## src/rtl/vts_pkg.sv

```systemverilog
package vts_pkg;
    localparam int LANES   = 4;
    localparam int ELEM_W  = 64;
    localparam int SLICE_W = LANES * ELEM_W;
    localparam int NUM_VR  = 4;
    localparam int VR_W    = $clog2(NUM_VR);
    localparam int TGT_W   = 2;

    typedef enum logic {
        XFER_READ  = 1'b0,
        XFER_WRITE = 1'b1
    } xfer_kind_e;

    typedef struct packed {
        xfer_kind_e        kind;
        logic [VR_W-1:0]   vr;
        logic [TGT_W-1:0]  tgt;
    } xfer_entry_t;

    function automatic logic [31:0] slices_for(input logic [31:0] len);
        return (len + 32'(LANES) - 32'd1) / 32'(LANES);
    endfunction
endpackage

```

## src/rtl/vts_queue.sv

```systemverilog
module vts_queue
    import vts_pkg::*;
#(
    parameter int DEPTH = 4,
    localparam int PTR_W = $clog2(DEPTH),
    localparam int CNT_W = $clog2(DEPTH + 1)
) (
    input  logic              clk,
    input  logic              rst,
    input  logic              push,
    input  xfer_entry_t       push_entry,
    input  logic              clear,
    input  logic [PTR_W-1:0]  rd_idx,
    output xfer_entry_t       rd_entry,
    output logic [CNT_W-1:0]  count
);
    xfer_entry_t store_q [DEPTH];
    logic [CNT_W-1:0] count_q;

    always_ff @(posedge clk) begin
        if (rst) begin
            count_q <= '0;
            for (int i = 0; i < DEPTH; i++) store_q[i] <= '0;
        end else if (clear) begin
            count_q <= '0;
        end else if (push && (count_q < CNT_W'(DEPTH))) begin
            store_q[count_q[PTR_W-1:0]] <= push_entry;
            count_q <= count_q + CNT_W'(1);
        end
    end

    assign rd_entry = store_q[rd_idx];
    assign count    = count_q;
endmodule

```

## src/rtl/vts_lane_mask.sv

```systemverilog
module vts_lane_mask
    import vts_pkg::*;
#(
    parameter int LEN_W = 12,
    localparam int AW = LEN_W + 3
) (
    input  logic [LEN_W-1:0] vlen,
    input  logic [LEN_W-1:0] slice,
    output logic [LANES-1:0] mask
);
    logic [AW-1:0] base;
    assign base = AW'(slice) * AW'(LANES);

    for (genvar i = 0; i < LANES; i++) begin : g_lane
        assign mask[i] = (base + AW'(i)) < AW'(vlen);
    end
endmodule

```

## src/rtl/vts_seq.sv

```systemverilog
module vts_seq
    import vts_pkg::*;
#(
    parameter int QDEPTH = 4,
    parameter int LEN_W  = 12,
    localparam int PTR_W = $clog2(QDEPTH),
    localparam int CNT_W = $clog2(QDEPTH + 1)
) (
    input  logic               clk,
    input  logic               rst,
    input  logic               q_push,
    input  logic               q_is_write,
    input  logic [VR_W-1:0]    q_vr,
    input  logic [TGT_W-1:0]   q_tgt,
    input  logic               start,
    input  logic [LEN_W-1:0]   vlen,
    input  logic [NUM_VR-1:0]  slice_ready,
    output logic [VR_W-1:0]    rd_vr,
    input  logic [SLICE_W-1:0] rd_data,
    output logic [LANES-1:0]   lane_valid,
    output logic [SLICE_W-1:0] lane_data,
    output logic [TGT_W-1:0]   lane_tgt,
    input  logic [SLICE_W-1:0] res_data,
    output logic               wr_valid,
    output logic [VR_W-1:0]    wr_vr,
    output logic [LANES-1:0]   wr_mask,
    output logic [SLICE_W-1:0] wr_data,
    input  logic               wr_ready,
    output logic [LEN_W-1:0]   cur_slice,
    output logic               busy,
    output logic               done
);
    logic              busy_q, done_q;
    logic [PTR_W-1:0]  ptr_q;
    logic [LEN_W-1:0]  slice_q, nslc_q, vlen_q;
    xfer_entry_t       cur, new_ent;
    logic [CNT_W-1:0]  qcount;
    logic [LANES-1:0]  mask;
    logic              is_rd, is_wr, rd_go, wr_go, step;
    logic              last_ent, last_slc, start_ok, empty_start, clear;

    assign new_ent.kind = q_is_write ? XFER_WRITE : XFER_READ;
    assign new_ent.vr   = q_vr;
    assign new_ent.tgt  = q_is_write ? '0 : q_tgt;

    vts_queue #(.DEPTH(QDEPTH)) u_queue (
        .clk        (clk),
        .rst        (rst),
        .push       (q_push && !busy_q),
        .push_entry (new_ent),
        .clear      (clear),
        .rd_idx     (ptr_q),
        .rd_entry   (cur),
        .count      (qcount)
    );

    vts_lane_mask #(.LEN_W(LEN_W)) u_mask (
        .vlen  (vlen_q),
        .slice (slice_q),
        .mask  (mask)
    );

    assign is_rd    = busy_q && (cur.kind == XFER_READ);
    assign is_wr    = busy_q && (cur.kind == XFER_WRITE);
    assign rd_go    = is_rd && slice_ready[cur.vr];
    assign wr_go    = is_wr && wr_ready;
    assign step     = rd_go || wr_go;
    assign last_ent = CNT_W'(ptr_q) == (qcount - CNT_W'(1));
    assign last_slc = slice_q == (nslc_q - LEN_W'(1));
    assign start_ok = start && !busy_q;
    assign empty_start = start_ok && ((vlen == '0) || (qcount == '0));
    assign clear    = empty_start || (step && last_ent && last_slc);

    always_ff @(posedge clk) begin
        if (rst) begin
            busy_q  <= 1'b0;
            done_q  <= 1'b0;
            ptr_q   <= '0;
            slice_q <= '0;
            nslc_q  <= '0;
            vlen_q  <= '0;
        end else begin
            done_q <= 1'b0;
            if (empty_start) begin
                done_q <= 1'b1;
            end else if (start_ok) begin
                busy_q  <= 1'b1;
                ptr_q   <= '0;
                slice_q <= '0;
                vlen_q  <= vlen;
                nslc_q  <= LEN_W'(slices_for(32'(vlen)));
            end else if (step) begin
                if (last_ent) begin
                    ptr_q <= '0;
                    if (last_slc) begin
                        busy_q <= 1'b0;
                        done_q <= 1'b1;
                    end else begin
                        slice_q <= slice_q + LEN_W'(1);
                    end
                end else begin
                    ptr_q <= ptr_q + PTR_W'(1);
                end
            end
        end
    end

    assign lane_valid = rd_go ? mask : '0;
    for (genvar i = 0; i < LANES; i++) begin : g_out
        assign lane_data[i*ELEM_W +: ELEM_W] =
            lane_valid[i] ? rd_data[i*ELEM_W +: ELEM_W] : '0;
    end
    assign lane_tgt  = rd_go ? cur.tgt : '0;
    assign rd_vr     = busy_q ? cur.vr : '0;
    assign wr_valid  = is_wr;
    assign wr_vr     = is_wr ? cur.vr : '0;
    assign wr_mask   = is_wr ? mask : '0;
    assign wr_data   = is_wr ? res_data : '0;
    assign cur_slice = slice_q;
    assign busy      = busy_q;
    assign done      = done_q;
endmodule

```

## config.mk

```make
export PLATFORM = sky130hd
export DESIGN_NAME = vts_seq
export DESIGN_NICKNAME = d
export VERILOG_FILES = /design/src/rtl/vts_pkg.sv /design/src/rtl/vts_queue.sv /design/src/rtl/vts_lane_mask.sv /design/src/rtl/vts_seq.sv
export SDC_FILE = /design/constraint.sdc
export NUM_CORES = 1
export LEC_CHECK = 0
export CORE_AREA = 2 2 425 427
export CTS_CLUSTER_SIZE = 14
export DETAILED_ROUTE_END_ITERATION = 6
export DIE_AREA = 0 0 427 429
export DONT_BUFFER_PORTS = 1
export GPL_ROUTABILITY_DRIVEN = 0
export HOLD_SLACK_MARGIN = 0.06
export SYNTH_ARGS = -nofsm -noshare
export SYNTH_HDL_FRONTEND = slang
export SYNTH_HIERARCHICAL = 1
export SYNTH_SLANG_ARGS = --single-unit
```

## constraint.sdc

```tcl
create_clock -name clk -period 6 [get_ports clk]
set_input_delay 0.3 -clock clk [delete_from_list [all_inputs] [get_ports clk]]
set_output_delay 0.3 -clock clk [all_outputs]
set_load 0.03 [all_outputs]
```

==> metrics, run 1 <==
final critical-path required period 4060 ps; starting density of the core ~4.2%; total number of H-tree levels 3; overall fraction of global-route tracks in use 13.47%; clock insertion delay at the later pin of the skew report ~330 ps; Final Max Tran Viols 0; period utilisation layout around two thirds; Static Leak 3.933 nW; Max clock buf depth 2; ys flop type sky130_fd_sc_hd__dfxtp_1; vertical die dimension 429 um; final setup vio count 0; FMAX ~250 MHz; largest driver fanout on the critical path 130; number of max-cap violations 0; non-filler cells in the finished layout around 3600; first-pass iteration count of the detailed router 5; Syn Inst Count approximately 1000; detail-routed net length per standard cell between 30 and 40 um; number of failing hold endpoints at the final stage 0; transition time at the pin with the least slew margin roughly 1200 ps; Die Footprint 0.1832 sq mm; maximum number of pins on one net before global-route repair 131; startpoint type of the worst setup path flop; area grow syn2layout 48.37%; skew final approximately 7.4 ps; Overflow after GRT 0; cell chosen for the clock root sky130_fd_sc_hd__clkbuf_16; clock tree from TritonCTS built; number of global-route vias before repair approximately 7400; wirelength, routed 132200 um; Placement Rows around 160; launch point of the worst reg-to-reg path ptr_q[0]; layout cells sized above 1 roughly 6%; number of placed I/O pins 1079; number of vias in the routed layout between 10000 and 15000; area of the core around 0.18 sq mm; initial antenna violation count around 320; worst hold endpoint vlen_q[3]; syn avg cell area around 7.3 sq um; most frequent standard cell in the layout excluding fill and tap cells sky130_fd_sc_hd__and2_1; destination of the worst register-to-register timing path u_queue/store_q[0][2]; worst setup slack for register-to-register paths approximately 2000 ps; commonest non-fill, non-tap cells in the layout sky130_fd_sc_hd__and2_1 (284), sky130_fd_sc_hd__and3_1 (267), sky130_fd_sc_hd__dfxtp_1 (41); vias per cell 2.808; Finished Cell Area between 0.01 and 0.015 sq mm; instance count along the most critical hold path 2; Placed Cells around 3300; data arrival time of the critical path ~3800 ps; EDFF count, synth 20; number of warnings issued by yosys 6; power density over the cells 144.8 mW/mm^2; Buffers on Ports 0; Data required, critical path roughly 5700 ps; sum of negative setup slack 0 ps; Setup crit end kind output pin; count of routing violations after the opening detailed-route iteration between 1000 and 1500; Sinks on Clock Net a little over 60; Post-Syn Nets approximately 1600; Clock Pin Slew Worst Setup and Hold Paths around 60 ps; post-synth design cell area between 0.007 and 0.008 sq mm; outcome complete, no violations; x dimension of the die about 430 um; Post-CTS Repair Setup Buffers 0; placement-stage cell area between 0.01 and 0.015 sq mm; # DRC 0; final worst hold slack approximately 110 ps; Hold Startpoint vlen[3]; quantity of gates resized following cts 0; Yosys cell types between 60 and 70; path type of the worst setup path reg2out; slew margin rel. between 20% and 30%; Post-DP HPWL around 120000 um; number of buffers created by CTS 9; unrepaired setup endpoints after global routing false; Yosys reg bits 62; Net count, final ~1500; Post-synth ARST share 0%; portion of the post-synthesis area used by sequential elements 19.17%; final cell utilization of the core 6.265%; class of the tightest hold or removal check in2reg; Post-DRT Antenna Nets 0; final-layout fill cell count 21000; Max IR drop VDD between 100 and 150 uV; reg2reg path depth 9; wire length of the first global-routing pass ~150000 um
==> worst max-delay path, stage by stage, from the launching register on <==
cell                      delay [ps]
sky130_fd_sc_hd__dfxtp_1         590
sky130_fd_sc_hd__mux4_4          560
sky130_fd_sc_hd__buf_4           710
sky130_fd_sc_hd__buf_4           710
sky130_fd_sc_hd__and3_1          620
==> layer usage <==
metal	GRT usage, %	vias to the layer above	share of wire, %
met3	13.56	583	21
met1	8.607	4404	22
met2	23.42	1161	49
met4	7.666	200	6.0
li1	-	3727	-
met5	0	-	1.0
==> state kept, by name, indices dropped and copies added, names as in the netlist <==
| signal | cells |
|---|---|
| busy | 1 |
| cur_slice | 12 |
| done | 1 |
| nslc_q | 11 |
| ptr_q | 2 |
| u_queue/count | 3 |
| u_queue/store_q | 20 |
| vlen_q | 12 |
==> how the worst max path moves through the flow <==
stage / to / startpoint / depth (start not counted) / slack [ps]
5_1_grt: wr_data[245] / ptr_q[0] / 4 / 1590
4_1_cts: wr_data[245] / ptr_q[0] / 4 / 1950
3_3_place_gp: u_queue/store_q[1][3] / ptr_q[0] / 9 / 2040
3_5_place_dp: u_queue/store_q[0][3] / ptr_q[0] / 9 / 2020
6_report: wr_data[245] / ptr_q[0] / 4 / 1940
2_1_floorplan: u_queue/store_q[0][0] / ptr_q[0] / 10 / 2560
==> where the power goes <==
part | internal [mW] | switching, mW
Combinational | 0.140 | 0.417
Sequential | 0.455 | 0.0392
Clock | 0.365 | 0.198
==> per-stage QoR <==
stage | worst slack (ps) | total power [mW]
floorplan | 2557 | 0.9306
global placement | 2037 | 1.033
detailed placement | 2017 | 1.050
CTS | 1953 | 1.618
global route | 1591 | 1.683
finish | 1940 | 1.615
==> cell families (layout without fill, tap and decap cells) <==
kind of cell	count (synthesis)	count (layout)	synth area share, %
other	0	275	0
AND/OR/NAND/NOR	702	702	57.69
XOR/XNOR	24	24	2.796
flip-flops	62	62	19.17
AO/OA/AOI/OAI	95	95	8.905
adder cells (fa/ha/maj)	16	16	2.663
multiplexers	9	9	2.031
buffers and inverters	128	50	6.741
==> final cells by class <==
cell class                      count  area [sq um]  share of cell area, %
Multi-Input combinational cell    846          5588                  50.10
Tap cell                         2355          2947                  26.42
Sequential cell                    62          1445                  12.96
Antenna cell                      275         688.2                  6.170
Clock buffer                        9         225.2                  2.019
Clock inverter                      7         96.34                 0.8638
Inverter                           25         93.84                 0.8414
Timing Repair Buffer                9         70.07                 0.6282
==> cells in the mapped netlist, drive strengths merged, types with 8 or more instances <==
library cell | instances | share of area [%]
and2 | 285 | 24
and3 | 271 | 23
clkbuf | 97 | 4.8
dfxtp | 42 | 11
nand2 | 39 | 1.9
a21oi | 35 | 2.6
inv | 25 | 1.2
edfxtp | 20 | 8.0
nor2 | 19 | 0.95
o21ai | 17 | 1.2
ha | 16 | 2.7
nor3 | 14 | 1.3
xnor2 | 13 | 1.5
or3 | 12 | 1.0
a211oi | 11 | 1.1
xor2 | 11 | 1.3
nand3 | 9 | 0.60
nand4 | 9 | 0.75
nor2b | 8 | 0.67
==> repair_timing <==
action / 4_1_cts / 5_1_grt
setup endpoints to repair: 0 / 0
hold buffers: 1 / 0
hold endpoints to repair: 29 / 0
Note: power is estimated with default switching activity, not from simulation.
==> inputs of run 2 (changes only) <==
==> constraint.sdc (replaced) <==
create_clock -name clk -period 3.6 [get_ports clk]
set_input_delay 0.18 -clock clk [delete_from_list [all_inputs] [get_ports clk]]
set_output_delay 0.18 -clock clk [all_outputs]
set_load 0.03 [all_outputs]
==> run 2 against run 1 <==
Cell count up 3.5%. Wire length up 1.8%. Power rose by 87%. Non-clock buffer count rose by 278. Hold slack got worse by 45 ps. Die area stayed put. Core utilization grew 2.3 points. Global-route usage increased by 0.19 points. Flip-flop and latch count is the same. Critical endpoint is now lane_data[250].
==> metrics, run 2 (same netlist as run 1, synthesis figures left out) <==
outcome complete, no violations; commonest non-fill, non-tap cells in the layout sky130_fd_sc_hd__and2_1 (284), sky130_fd_sc_hd__and3_1 (267), sky130_fd_sc_hd__buf_12 (183); final-layout fill cell count just over 20000; portion of total power attributed to the clock network between 30% and 40%; final setup vio count 0; largest driver fanout on the critical path 32; launch point of the worst reg-to-reg path ptr_q[0]; Net count, final 1787; sequential group share of total power a little over a quarter; Switching Share between 40% and 50%; Max clock buf depth 2; final cell utilization of the core under 10%; Placement Rows 155; number of failing hold endpoints at the final stage 0; Clock Pin Slew Worst Setup and Hold Paths around 60 ps; power density over the cells roughly 200 mW/mm^2; final worst hold slack 62.03 ps; Cell Chain, Critical Path ha_1, a31oi_1, o21ai_0, a21oi_4, and3_4, and2_1, buf_12; area of the core around 0.18 sq mm; Post-DRT Antenna Nets 0; # DRC 0; final critical-path required period 3542 ps; total number of H-tree levels 3; number of vias in the routed layout 10640; Post-CTS Repair Setup Buffers 0; initial antenna violation count 300; Hold Startpoint rst; data arrival time of the critical path approximately 3400 ps; wire length of the first global-routing pass between 150000 and 200000 um; count of routing violations after the opening detailed-route iteration a little under 800; period utilisation layout 98.39%; transition time at the pin with the least slew margin 1189 ps; max reg flops 20; number of global-route vias before repair 9025; slowest CP cell sky130_fd_sc_hd__dfxtp_1; Max IR drop VDD 248.9 uV; layout cells sized above 1 a little over a quarter; clock tree from TritonCTS built; class of the tightest hold or removal check in2reg; Setup crit end kind output pin; number of buffers created by CTS 9; cell chosen for the clock root sky130_fd_sc_hd__clkbuf_16; Final Max Tran Viols 0; worst setup path startpoint cur_slice[3]; area grow syn2layout 102.9%; Overflow after GRT 0; path type of the worst setup path reg2out; detail-routed net length per standard cell about 36 um; switching power total about 1.2 mW; first-pass iteration count of the detailed router 4; most frequent standard cell in the layout excluding fill and tap cells sky130_fd_sc_hd__and2_1; startpoint type of the worst setup path flop; delay contributed by the slowest stage of the critical path between 700 and 800 ps; Post-DP HPWL roughly 120000 um; overall fraction of global-route tracks in use about 14%; x dimension of the die 427 um; unrepaired setup endpoints after global routing false; Die Footprint around 0.18 sq mm; FMAX 282.3 MHz; sum of negative setup slack 0 ps; wirelength, routed between 100000 and 150000 um; skew final ~4.6 ps; number of placed I/O pins 1079; starting density of the core around 4.2%; vertical die dimension 429 um; vias per cell between 2 and 3; Buffers on Ports 0; Static Leak approximately 6 nW; clock insertion delay at the later pin of the skew report ~330 ps; maximum number of pins on one net before global-route repair approximately 270; number of max-cap violations 0; Data required, critical path roughly 3400 ps; Sinks on Clock Net slightly above 60; Internal 1.799 mW; portion of total power attributed to combinational logic about two fifths; slew margin rel. roughly a fifth; register ranked first by flip-flop count u_queue/store_q
## run 2: changes by cell type in the layout (fill, tap and decap cells not counted), moves of 2 or more
cell                            previous run  this run
sky130_fd_sc_hd__buf_12                    0       183
sky130_fd_sc_hd__diode_2                 275       122
sky130_fd_sc_hd__buf_4                     8        89
sky130_fd_sc_hd__dlygate4sd3_1             1        15
sky130_fd_sc_hd__dfxtp_1                  41        39
## run 2: final timing paths
kind / end / slack [ps] / cells after the start
setup / recovery: lane_data[250] / 60 / 7
hold / removal: cur_slice[11] / 60 / 2
setup reg to reg: u_queue/store_q[0][1] / 190 / 9
hold reg to reg: vlen_q[9] / 460 / 2
## run 2: repair_timing
item | 4_1_cts | 5_1_grt
setup endpoints to repair | 0 | 77
hold buffers | 15 | 0
resized for setup | 0 | 8
hold endpoints to repair | 36 | 0
## run 2: cell type report
class | instances | area (sq um) | area share, %
Antenna cell | 122 | 305.3 | 2.002
Inverter | 25 | 93.84 | 0.6153
Multi-Input combinational cell | 848 | 5627 | 36.89
Clock buffer | 9 | 225.2 | 1.477
Sequential cell | 62 | 1450 | 9.509
Clock inverter | 7 | 121.4 | 0.7958
Tap cell | 2355 | 2947 | 19.32
Timing Repair Buffer | 287 | 4482 | 29.39
## run 2: power by group through the flow
stage | registers [mW] | clock network, mW | logic [mW]
floorplan | 0.799 | 0 | 0.752
global placement | 0.822 | 0 | 1.10
detailed placement | 0.827 | 0 | 1.13
CTS | 0.812 | 1.01 | 1.16
global route | 0.818 | 1.05 | 1.28
finish | 0.814 | 1.00 | 1.19
## run 2: critical path, delay by kind of cell (launching register included)
kind,cells,cell delay (ps)
AO/OA/AOI/OAI,3,910
AND/OR/NAND/NOR,2,820
flip-flops,1,710
adder cells (fa/ha/maj),1,400
buffers and inverters,1,150
## run 2: per-layer routing
| metal | up-vias | track usage [%] | part of all wire [%] |
|---|---|---|---|
| li1 | 4127 | - | - |
| met1 | 4698 | 9.223 | 24 |
| met2 | 1030 | 24.98 | 51 |
| met3 | 552 | 12.33 | 19 |
| met4 | 236 | 6.096 | 5.6 |
| met5 | - | 0 | 1.1 |
## run 2: metrics by stage
stage                     cells  setup slack (ps)  total power, mW  cell area (sq um)
after global placement     3560             236.8            1.925              14410
after detailed placement   3560             154.1            1.957              14410
after floorplan            1036             157.5            1.551               7517
after global routing       3657             2.621            3.138              15110
after CTS                  3591             9.544            2.977              14900
final                      3715             58.06            3.013              15250
